<file path="src/rtl/i2s_eng_pkg.sv">
// Package: shared framing types and slot-placement arithmetic.
// Assumes widths are counted in bits and slot positions run 0..slots-1 per half.
package i2s_eng_pkg;

    typedef enum logic [1:0] {
        FMT_STD   = 2'd0,
        FMT_MSB   = 2'd1,
        FMT_LSB   = 2'd2,
        FMT_RSVD  = 2'd3
    } frame_fmt_e;

    localparam int FLAG_TX_UNDER = 0;
    localparam int FLAG_TX_OVER  = 1;
    localparam int FLAG_RX_UNDER = 2;
    localparam int FLAG_RX_OVER  = 3;
    localparam int FLAG_N        = 4;

    // True when the width code is one of the supported sample sizes.
    function automatic logic width_ok(logic [4:0] w, int max_w, int slots);
        logic legal;
        legal = (w == 5'd8) || (w == 5'd16) || (w == 5'd18) ||
                (w == 5'd20) || (w == 5'd24);
        return legal && (int'(w) <= max_w) && (int'(w) <= slots);
    endfunction

    // Slot in which the MSB lands for a given framing.
    function automatic int first_slot(frame_fmt_e f, int w, int slots);
        case (f)
            FMT_STD: return 1;
            FMT_LSB: return slots - w;
            default: return 0;
        endcase
    endfunction

    // True when slot position pos carries a sample bit.
    function automatic logic slot_used(frame_fmt_e f, int w, int pos, int slots);
        int rel;
        rel = pos - first_slot(f, w, slots);
        return (rel >= 0) && (rel < w);
    endfunction

    // Sample bit index carried by slot position pos.
    function automatic int slot_bit(frame_fmt_e f, int w, int pos, int slots);
        return w - 1 - (pos - first_slot(f, w, slots));
    endfunction

endpackage

</file>
<file path="src/rtl/i2s_clk_gen.sv">
// Clock generator: divides the master clock into bit clock and word-select.
// Assumes a single free-running counter; held at all-ones (idle levels) when not running.
module i2s_clk_gen #(
    parameter int BIT_DIV_LOG2 = 2,
    parameter int SLOT_LOG2    = 5
) (
    input  logic                 mclk,
    input  logic                 rst_n,
    input  logic                 run,
    output logic                 bclk_raw,
    output logic                 ws_raw,
    output logic [SLOT_LOG2-1:0] pos,
    output logic                 chan,
    output logic                 frame_edge,
    output logic                 sample_stb,
    output logic                 frame_seen
);
    localparam int CW = BIT_DIV_LOG2 + SLOT_LOG2 + 1;
    localparam logic [BIT_DIV_LOG2-1:0] PH_SAMPLE = 1 << (BIT_DIV_LOG2 - 1);

    logic [CW-1:0] cnt;

    // Frame position counter; rests at the last slot while idle.
    always_ff @(posedge mclk) begin
        if (!rst_n)   cnt <= '1;
        else if (!run) cnt <= '1;
        else          cnt <= cnt + 1'b1;
    end

    // Marks that at least one frame has started since running began.
    always_ff @(posedge mclk) begin
        if (!rst_n)          frame_seen <= 1'b0;
        else if (!run)       frame_seen <= 1'b0;
        else if (frame_edge) frame_seen <= 1'b1;
    end

    assign bclk_raw   = cnt[BIT_DIV_LOG2-1];
    assign ws_raw     = cnt[CW-1];
    assign chan       = cnt[CW-1];
    assign pos        = cnt[CW-2:BIT_DIV_LOG2];
    assign frame_edge = run && (&cnt);
    assign sample_stb = run && (cnt[BIT_DIV_LOG2-1:0] == PH_SAMPLE);

    // word-select only moves while the bit clock is low
    a_r1_ws_on_low: assert property (@(posedge mclk) disable iff (!rst_n)
        (!$stable(ws_raw) && run) |-> !bclk_raw);

endmodule

</file>
<file path="src/rtl/i2s_tx_path.sv">
// Transmit path: one-pair holding slot, per-frame active pair, slot serializer.
// Assumes configuration is static while running; serial bit is combinational from flops.
module i2s_tx_path
    import i2s_eng_pkg::*;
#(
    parameter int SAMPLE_W  = 24,
    parameter int SLOT_LOG2 = 5
) (
    input  logic                 mclk,
    input  logic                 rst_n,
    input  logic                 run,
    input  logic                 tx_en,
    input  frame_fmt_e           fmt,
    input  logic [4:0]           width,
    input  logic                 push,
    input  logic [SAMPLE_W-1:0]  push_l,
    input  logic [SAMPLE_W-1:0]  push_r,
    input  logic                 frame_edge,
    input  logic [SLOT_LOG2-1:0] pos,
    input  logic                 chan,
    output logic                 full,
    output logic                 sd,
    output logic                 under_ev,
    output logic                 over_ev
);
    localparam int SLOTS = 1 << SLOT_LOG2;
    localparam int IW    = $clog2(SAMPLE_W);

    logic [SAMPLE_W-1:0] pend_l, pend_r, act_l, act_r, word;
    logic [IW-1:0]       idx;
    logic                used;

    // Holding slot: consumed at frame start, filled by a push when empty.
    always_ff @(posedge mclk) begin
        if (!rst_n) begin
            full   <= 1'b0;
            pend_l <= '0;
            pend_r <= '0;
        end else begin
            if (frame_edge && tx_en) full <= 1'b0;
            if (push && !full) begin
                full   <= 1'b1;
                pend_l <= push_l;
                pend_r <= push_r;
            end
        end
    end

    // Active pair for the frame now starting; zeros when idle or starved.
    always_ff @(posedge mclk) begin
        if (!rst_n) begin
            act_l <= '0;
            act_r <= '0;
        end else if (frame_edge) begin
            act_l <= (tx_en && full) ? pend_l : '0;
            act_r <= (tx_en && full) ? pend_r : '0;
        end
    end

    // Serial bit for the current slot.
    always_comb begin
        used = slot_used(fmt, int'(width), int'(pos), SLOTS);
        idx  = IW'(slot_bit(fmt, int'(width), int'(pos), SLOTS));
        word = chan ? act_r : act_l;
        sd   = run && used && word[idx];
    end

    assign under_ev = frame_edge && tx_en && !full;
    assign over_ev  = push && full;

    // a stored pair stays put until a frame consumes it
    a_r6_hold_pending: assert property (@(posedge mclk) disable iff (!rst_n)
        (full && !(frame_edge && tx_en)) |=> (full && $stable(pend_l) && $stable(pend_r)));

endmodule

</file>
<file path="src/rtl/i2s_rx_path.sv">
// Receive path: slot deserializer and one-pair output holder.
// Assumes sampling strobe at the bit-clock rising phase; unused slots never write.
module i2s_rx_path
    import i2s_eng_pkg::*;
#(
    parameter int SAMPLE_W  = 24,
    parameter int SLOT_LOG2 = 5
) (
    input  logic                 mclk,
    input  logic                 rst_n,
    input  logic                 rx_en,
    input  frame_fmt_e           fmt,
    input  logic [4:0]           width,
    input  logic                 sd_line,
    input  logic                 sample_stb,
    input  logic                 frame_edge,
    input  logic                 frame_seen,
    input  logic [SLOT_LOG2-1:0] pos,
    input  logic                 chan,
    input  logic                 pop,
    output logic                 avail,
    output logic [SAMPLE_W-1:0]  out_l,
    output logic [SAMPLE_W-1:0]  out_r,
    output logic                 under_ev,
    output logic                 over_ev
);
    localparam int SLOTS = 1 << SLOT_LOG2;
    localparam int IW    = $clog2(SAMPLE_W);

    logic [SAMPLE_W-1:0] acc_l, acc_r;
    logic [IW-1:0]       idx;
    logic                used, deliver;

    always_comb begin
        used = slot_used(fmt, int'(width), int'(pos), SLOTS);
        idx  = IW'(slot_bit(fmt, int'(width), int'(pos), SLOTS));
    end

    assign deliver = frame_edge && frame_seen && rx_en;

    // Accumulator: cleared at each frame start, filled bit by bit.
    always_ff @(posedge mclk) begin
        if (!rst_n) begin
            acc_l <= '0;
            acc_r <= '0;
        end else if (frame_edge) begin
            acc_l <= '0;
            acc_r <= '0;
        end else if (sample_stb && used) begin
            if (chan) acc_r[idx] <= sd_line;
            else      acc_l[idx] <= sd_line;
        end
    end

    // Output holder: takes a finished frame when free, released by pop.
    always_ff @(posedge mclk) begin
        if (!rst_n) begin
            avail <= 1'b0;
            out_l <= '0;
            out_r <= '0;
        end else if (deliver && (!avail || pop)) begin
            avail <= 1'b1;
            out_l <= acc_l;
            out_r <= acc_r;
        end else if (pop) begin
            avail <= 1'b0;
        end
    end

    assign under_ev = pop && !avail;
    assign over_ev  = deliver && avail && !pop;

    // an unread pair is held unchanged
    a_r7_hold_output: assert property (@(posedge mclk) disable iff (!rst_n)
        (avail && !pop) |=> (avail && $stable(out_l) && $stable(out_r)));

endmodule

</file>
<file path="src/rtl/i2s_flow_flags.sv">
// Sticky flag bank: events set bits, a mask clears them, setting wins.
// Assumes one-cycle event pulses.
module i2s_flow_flags #(
    parameter int N = 4
) (
    input  logic         mclk,
    input  logic         rst_n,
    input  logic [N-1:0] set_ev,
    input  logic [N-1:0] clr,
    output logic [N-1:0] flags
);
    // Flag update: clear by mask, then OR in new events.
    always_ff @(posedge mclk) begin
        if (!rst_n) flags <= '0;
        else        flags <= (flags & ~clr) | set_ev;
    end

    // uncleared flags never drop
    a_r8_sticky: assert property (@(posedge mclk) disable iff (!rst_n)
        1'b1 |=> ((flags & $past(flags & ~clr)) == $past(flags & ~clr)));

endmodule

</file>
<file path="src/rtl/i2s_master_engine.sv">
// Top: stereo serial master with three framings, five widths, polarity control,
// loopback and sticky flow flags. Assumes mclk = 256 x sample rate at defaults
// and configuration held steady while running.
module i2s_master_engine
    import i2s_eng_pkg::*;
#(
    parameter int SAMPLE_W     = 24,
    parameter int BIT_DIV_LOG2 = 2,
    parameter int SLOT_LOG2    = 5
) (
    input  logic                mclk,
    input  logic                rst_n,
    input  logic [1:0]          cfg_fmt,
    input  logic [4:0]          cfg_width,
    input  logic                cfg_bclk_inv,
    input  logic                cfg_ws_inv,
    input  logic                cfg_loop,
    input  logic                cfg_tx_en,
    input  logic                cfg_rx_en,
    input  logic                ctl_off,
    input  logic                ctl_clk_on,
    input  logic                tx_push,
    input  logic [SAMPLE_W-1:0] tx_left,
    input  logic [SAMPLE_W-1:0] tx_right,
    output logic                tx_full,
    input  logic                rx_pop,
    output logic [SAMPLE_W-1:0] rx_left,
    output logic [SAMPLE_W-1:0] rx_right,
    output logic                rx_avail,
    input  logic [3:0]          flow_clr,
    output logic [3:0]          flow_err,
    output logic                bclk,
    output logic                ws,
    output logic                sd_out,
    input  logic                sd_in
);
    localparam int SLOTS = 1 << SLOT_LOG2;

    frame_fmt_e             fmt;
    logic                   run, bclk_raw, ws_raw, chan;
    logic                   frame_edge, sample_stb, frame_seen;
    logic [SLOT_LOG2-1:0]   pos;
    logic                   sd_tx, sd_line;
    logic                   tx_under, tx_over, rx_under, rx_over;
    logic [FLAG_N-1:0]      events;

    assign fmt = frame_fmt_e'(cfg_fmt);
    assign run = ctl_clk_on && !ctl_off && (fmt != FMT_RSVD) &&
                 width_ok(cfg_width, SAMPLE_W, SLOTS);

    i2s_clk_gen #(.BIT_DIV_LOG2(BIT_DIV_LOG2), .SLOT_LOG2(SLOT_LOG2)) u_clk (
        .mclk(mclk), .rst_n(rst_n), .run(run),
        .bclk_raw(bclk_raw), .ws_raw(ws_raw), .pos(pos), .chan(chan),
        .frame_edge(frame_edge), .sample_stb(sample_stb), .frame_seen(frame_seen)
    );

    i2s_tx_path #(.SAMPLE_W(SAMPLE_W), .SLOT_LOG2(SLOT_LOG2)) u_tx (
        .mclk(mclk), .rst_n(rst_n), .run(run), .tx_en(cfg_tx_en),
        .fmt(fmt), .width(cfg_width),
        .push(tx_push), .push_l(tx_left), .push_r(tx_right),
        .frame_edge(frame_edge), .pos(pos), .chan(chan),
        .full(tx_full), .sd(sd_tx), .under_ev(tx_under), .over_ev(tx_over)
    );

    assign sd_line = cfg_loop ? sd_tx : sd_in;

    i2s_rx_path #(.SAMPLE_W(SAMPLE_W), .SLOT_LOG2(SLOT_LOG2)) u_rx (
        .mclk(mclk), .rst_n(rst_n), .rx_en(cfg_rx_en),
        .fmt(fmt), .width(cfg_width), .sd_line(sd_line),
        .sample_stb(sample_stb), .frame_edge(frame_edge), .frame_seen(frame_seen),
        .pos(pos), .chan(chan), .pop(rx_pop),
        .avail(rx_avail), .out_l(rx_left), .out_r(rx_right),
        .under_ev(rx_under), .over_ev(rx_over)
    );

    always_comb begin
        events                = '0;
        events[FLAG_TX_UNDER] = tx_under;
        events[FLAG_TX_OVER]  = tx_over;
        events[FLAG_RX_UNDER] = rx_under;
        events[FLAG_RX_OVER]  = rx_over;
    end

    i2s_flow_flags #(.N(FLAG_N)) u_flags (
        .mclk(mclk), .rst_n(rst_n), .set_ev(events), .clr(flow_clr), .flags(flow_err)
    );

    assign bclk   = bclk_raw ^ cfg_bclk_inv;
    assign ws     = ws_raw ^ cfg_ws_inv;
    assign sd_out = sd_tx;

    // idle engine rests at fixed pin levels with a silent data line
    a_r9_idle_quiet: assert property (@(posedge mclk) disable iff (!rst_n)
        (!run && $past(!run)) |-> (bclk_raw && ws_raw && !sd_out));

    // transmit data holds while the bit clock is high
    a_r10_sd_stable_high: assert property (@(posedge mclk) disable iff (!rst_n)
        (run && $past(run) && bclk_raw && $past(bclk_raw)) |-> $stable(sd_out));

endmodule

</file>
<file path="config.mk">
export PLATFORM = sky130hd
export DESIGN_NAME = i2s_master_engine
export DESIGN_NICKNAME = d
export VERILOG_FILES = /design/src/rtl/i2s_eng_pkg.sv /design/src/rtl/i2s_clk_gen.sv /design/src/rtl/i2s_tx_path.sv /design/src/rtl/i2s_rx_path.sv /design/src/rtl/i2s_flow_flags.sv /design/src/rtl/i2s_master_engine.sv
export SDC_FILE = /design/constraint.sdc
export NUM_CORES = 1
export LEC_CHECK = 0
export ABC_CLOCK_PERIOD_IN_PS = 14400
export CAP_MARGIN = 10
export CORE_ASPECT_RATIO = 0.5
export CORE_MARGIN = 8
export CORE_UTILIZATION = 65
export CTS_BUF_LIST = sky130_fd_sc_hd__clkbuf_8
export CTS_CLUSTER_SIZE = 12
export DETAILED_ROUTE_END_ITERATION = 7
export DONT_BUFFER_PORTS = 1
export PLACE_DENSITY_LB_ADDON = 0.1
export SETUP_SLACK_MARGIN = 0.3
export SLEW_MARGIN = 20
export SYNTH_ARGS = -nofsm -noshare
export SYNTH_HDL_FRONTEND = slang
export SYNTH_SLANG_ARGS = --single-unit
</file>
<file path="constraint.sdc">
create_clock -name mclk -period 14.4 [get_ports mclk]
set_input_delay 2.88 -clock mclk [delete_from_list [all_inputs] [get_ports mclk]]
set_output_delay 2.88 -clock mclk [all_outputs]
set_load 0.02 [all_outputs]
</file>
==> impl_metrics.py <==
metrics = {
    "timing": {
        "period_needed_ps": 9740,
        "worst_pin_slew_ps": 1070,
        "fin_crit_sh_pct": 67.6,
        "max_freq_ghz": 0.103,
        "hold_viol_final": 0,
        "slew_headroom_pct": 27.9,
        "clock_skew_ps": 8.61,
        "drv_slew": 0,
        "setup-tns-final_ps": 0,
        "finalSetupViolations": 0,
        "whs_ps": 418,
        "rsz0062_at_grt": "false",
    },
    "detailed_routing": {
        "routed-wl-met2_mm": 8.85,
        "wire_per_inst_um": 17.9,
        "wl_met1_mm": 9.49,
        "drt_iter0_markers": 348,
        "vias_per_cell": 5.79,
        "drtAntennaViolNets": 0,
        "topRoutingLayerUsed": "met4",
        "drcViolationCount": 0,
        "drt_pass1_iterations": 5,
        "wirelength_mm": 20.0,
        "dr_wl_met3_mm": 1.32,
        "routed-via-count": 6451,
    },
    "final_layout": {
        "fin_util_pct": 69.9,
        "num_antenna_cells": 0,
        "final_cell_mix": "nand2_1 (263), dfxtp_1 (207), a21boi_0 (95)",
        "final_nets": 1011,
        "drive_gt1_share_pct": 7.57,
        "layout_commonest_cell": "nand2_1",
        "syn_to_final_growth_pct": 6.30,
    },
    "cts": {
        "root_buffer": "clkbuf_8",
        "cts_resized": 0,
        "insertion_delay_ps": 530,
        "ctsHoldBuffers": 0,
        "clock_path_buffers": 3,
        "cts_tree": "built",
        "clkTransAtPathRegs_ps": 70,
        "htreeDepth": 1,
        "cts_sinks": 207,
        "cts_buffers": 28,
        "cts_setup_buffers": 0,
    },
    "setup_path": {
        "cp_data_arrival_time_ps": 6860,
        "critPathMaxFanout": 11,
        "crit_required_ps": 11520,
        "crit_start": "cfg_fmt[1]",
        "critPathLaunchType": "input port",
        "crit_type": "in -> out",
        "crit-reg2reg-launch": "u_clk.cnt[2]",
        "r2r_cells": 10,
        "cp-end-kind": "primary output",
    },
    "place": {
        "place_hpwl_mm": 13.6,
        "gp_congestion": 0.926,
        "portBuffers": 0,
    },
    "synth": {
        "yosysWarnings": 0,
        "syn-num-nets": 1036,
        "synth_top_area_share_pct": 47.0,
        "synth_cell_types": 59,
        "synthFlopType": "dfxtp_1",
        "syn_avg_cell_area_um2": 9.34,
        "synth-async-reset-ratio_pct": 0,
        "netlist_top_cells_area": "dfxtp_1 (47%), nand2_1 (11%), a21boi_0 (8.1%)",
        "synth_edf_count": 0,
        "syn_inst": 944,
        "synth_top_area_cell": "dfxtp_1",
        "ys_seq_area_share_pct": 47.0,
        "ys_seq_elements": 207,
        "syn_area_um2": 8820,
    },
    "grt": {
        "gr-total-overflow": 0,
        "grt_pass1_vias": 6206,
        "antenna_found_initial": 0,
        "grt_max_degree": 105,
        "grt_pass1_wl_mm": 32.8,
        "track_usage_pct": 21.9,
    },
    "die": {
        "core_area_um2": 13400,
        "rows": 30,
        "die_h_um": 98.4,
        "die-area_um2": 17800,
        "num_io_pins": 128,
        "initial_core_util_pct": 65.8,
        "die_w_um": 181,
    },
    "power_and_ir_drop": {
        "seqPwrFrac_pct": 52.3,
        "irDropWorstVdd_uv": 75.2,
        "switching_power_w": 0.000286,
        "p_clk_share_pct": 38.2,
        "p_leak_nw": 3.60,
        "p_comb_share_pct": 9.5,
        "switching_share_pct": 25.4,
        "power.internal_w": 0.000840,
        "p_per_area_nw_per_um2": 120,
    },
    "outcome": {
        "status": "finished, final reports clean",
    },
    "run": {
        "max-cap-violations": 0,
    },
    "min_path": {
        "hp-start": "u_clk.cnt[0]",
        "min_path_cells": 1,
        "hold_path_class": "reg -> reg",
    },
}
-- worst max-delay path: stages --
cell and delay, ps:
nor2b_1 300, nand2_1 140, inv_1 90, fa_1 470
fa_1 500, xor2_1 780, o21ai_0 180, or3_1 350
o41ai_1 80, mux2_4 250, nand2_1 50, a211oi_1 760
-- path summary, 6_finish.rpt --
path | endpoint | slack (ps)
setup / recovery | sd_out | 4660
hold / removal | u_clk.cnt[0] | 420
setup reg to reg | u_rx.acc_r[23] | 9960
hold reg to reg | u_clk.cnt[0] | 420
-- through the flow --
stage	power (W)	setup WS, ps	area [um^2]	cells
6_report	0.00113	4660	9370	1114
5_1_grt	0.00117	4410	9370	1114
4_1_cts	0.00113	4700	9370	1114
3_5_place_dp	0.000707	4690	8830	1065
3_3_place_gp	0.000703	4850	8830	1065
2_1_floorplan	0.000688	5450	8820	944
-- flip-flops by register name, indices dropped and copies added, names as in the netlist --
name	cells
u_rx.avail	1
u_rx.acc_l	24
u_rx.out_r	24
u_tx.act_r	24
u_rx.out_l	24
u_tx.full	1
u_tx.pend_l	24
u_flags.flags	4
u_tx.act_l	24
u_rx.acc_r	24
u_clk.cnt	8
u_tx.pend_r	24
u_clk.frame_seen	1
-- kinds of logic (layout without fill, tap and decap cells) --
group / Yosys count / after routing / synth area share [%]
and+or+nand+nor: 339 / 339 / 17.2
AOI/OAI and AO/OA: 241 / 241 / 21.5
DFF: 207 / 207 / 47.0
buffers and inverters: 78 / 72 / 3.93
muxes: 39 / 39 / 5.18
adders and majority gates: 21 / 21 / 3.15
xor gates and xnor gates: 19 / 19 / 2.10
-- cell type report --
type | instances | area (um^2)
clock inverters | 16 | 88.8
multi-input cells | 659 | 4360
repair buffers | 6 | 45.0
inverters | 17 | 63.8
fillers | 1126 | 4030
clock buffers | 33 | 454
flip-flops and latches | 207 | 4140
well taps | 176 | 220
-- cells in the mapped netlist (3+ instances only) --
| master | number |
|---|---|
| o21a_1 | 3 |
| a22o_1 | 48 |
| o21ai_0 | 5 |
| nand3_1 | 9 |
| a211oi_1 | 7 |
| buf_6 | 4 |
| mux2i_1 | 25 |
| buf_1 | 4 |
| ha_1 | 19 |
| a21boi_1 | 4 |
| a21o_1 | 5 |
| xnor2_1 | 11 |
| mux4_2 | 4 |
| o31ai_1 | 21 |
| nor2b_1 | 12 |
| a21oi_1 | 5 |
| buf_2 | 13 |
| inv_1 | 17 |
| nand2_1 | 263 |
| and2_1 | 8 |
| nor2_1 | 7 |
| nor3_1 | 4 |
| o22ai_1 | 7 |
| clkbuf_1 | 38 |
| o31ai_2 | 3 |
| a21boi_0 | 95 |
| or3_1 | 3 |
| nand2b_1 | 7 |
| dfxtp_1 | 207 |
| nor4b_4 | 4 |
| o211ai_1 | 25 |
| nand4_1 | 6 |
| and3_1 | 6 |
| xor2_1 | 7 |
| mux2_2 | 7 |
-- layer usage --
metal | track usage, % | up-vias
li1 | - | 3232
met1 | 29.9 | 3035
met2 | 34.6 | 153
met3 | 5.67 | 31
met4 | 4.73 | 0
met5 | 0 | -
-- power groups by stage --
stage	Clock, W	Sequential (W)	Combinational [W]
after floorplan	0	0.000599	0.0000887
after global placement	0	0.000601	0.000102
after detailed placement	0	0.000601	0.000106
after CTS	0.000439	0.000588	0.000106
after global routing	0.000463	0.000589	0.000118
final	0.000431	0.000588	0.000107
Power figures use the tool's default switching activity.
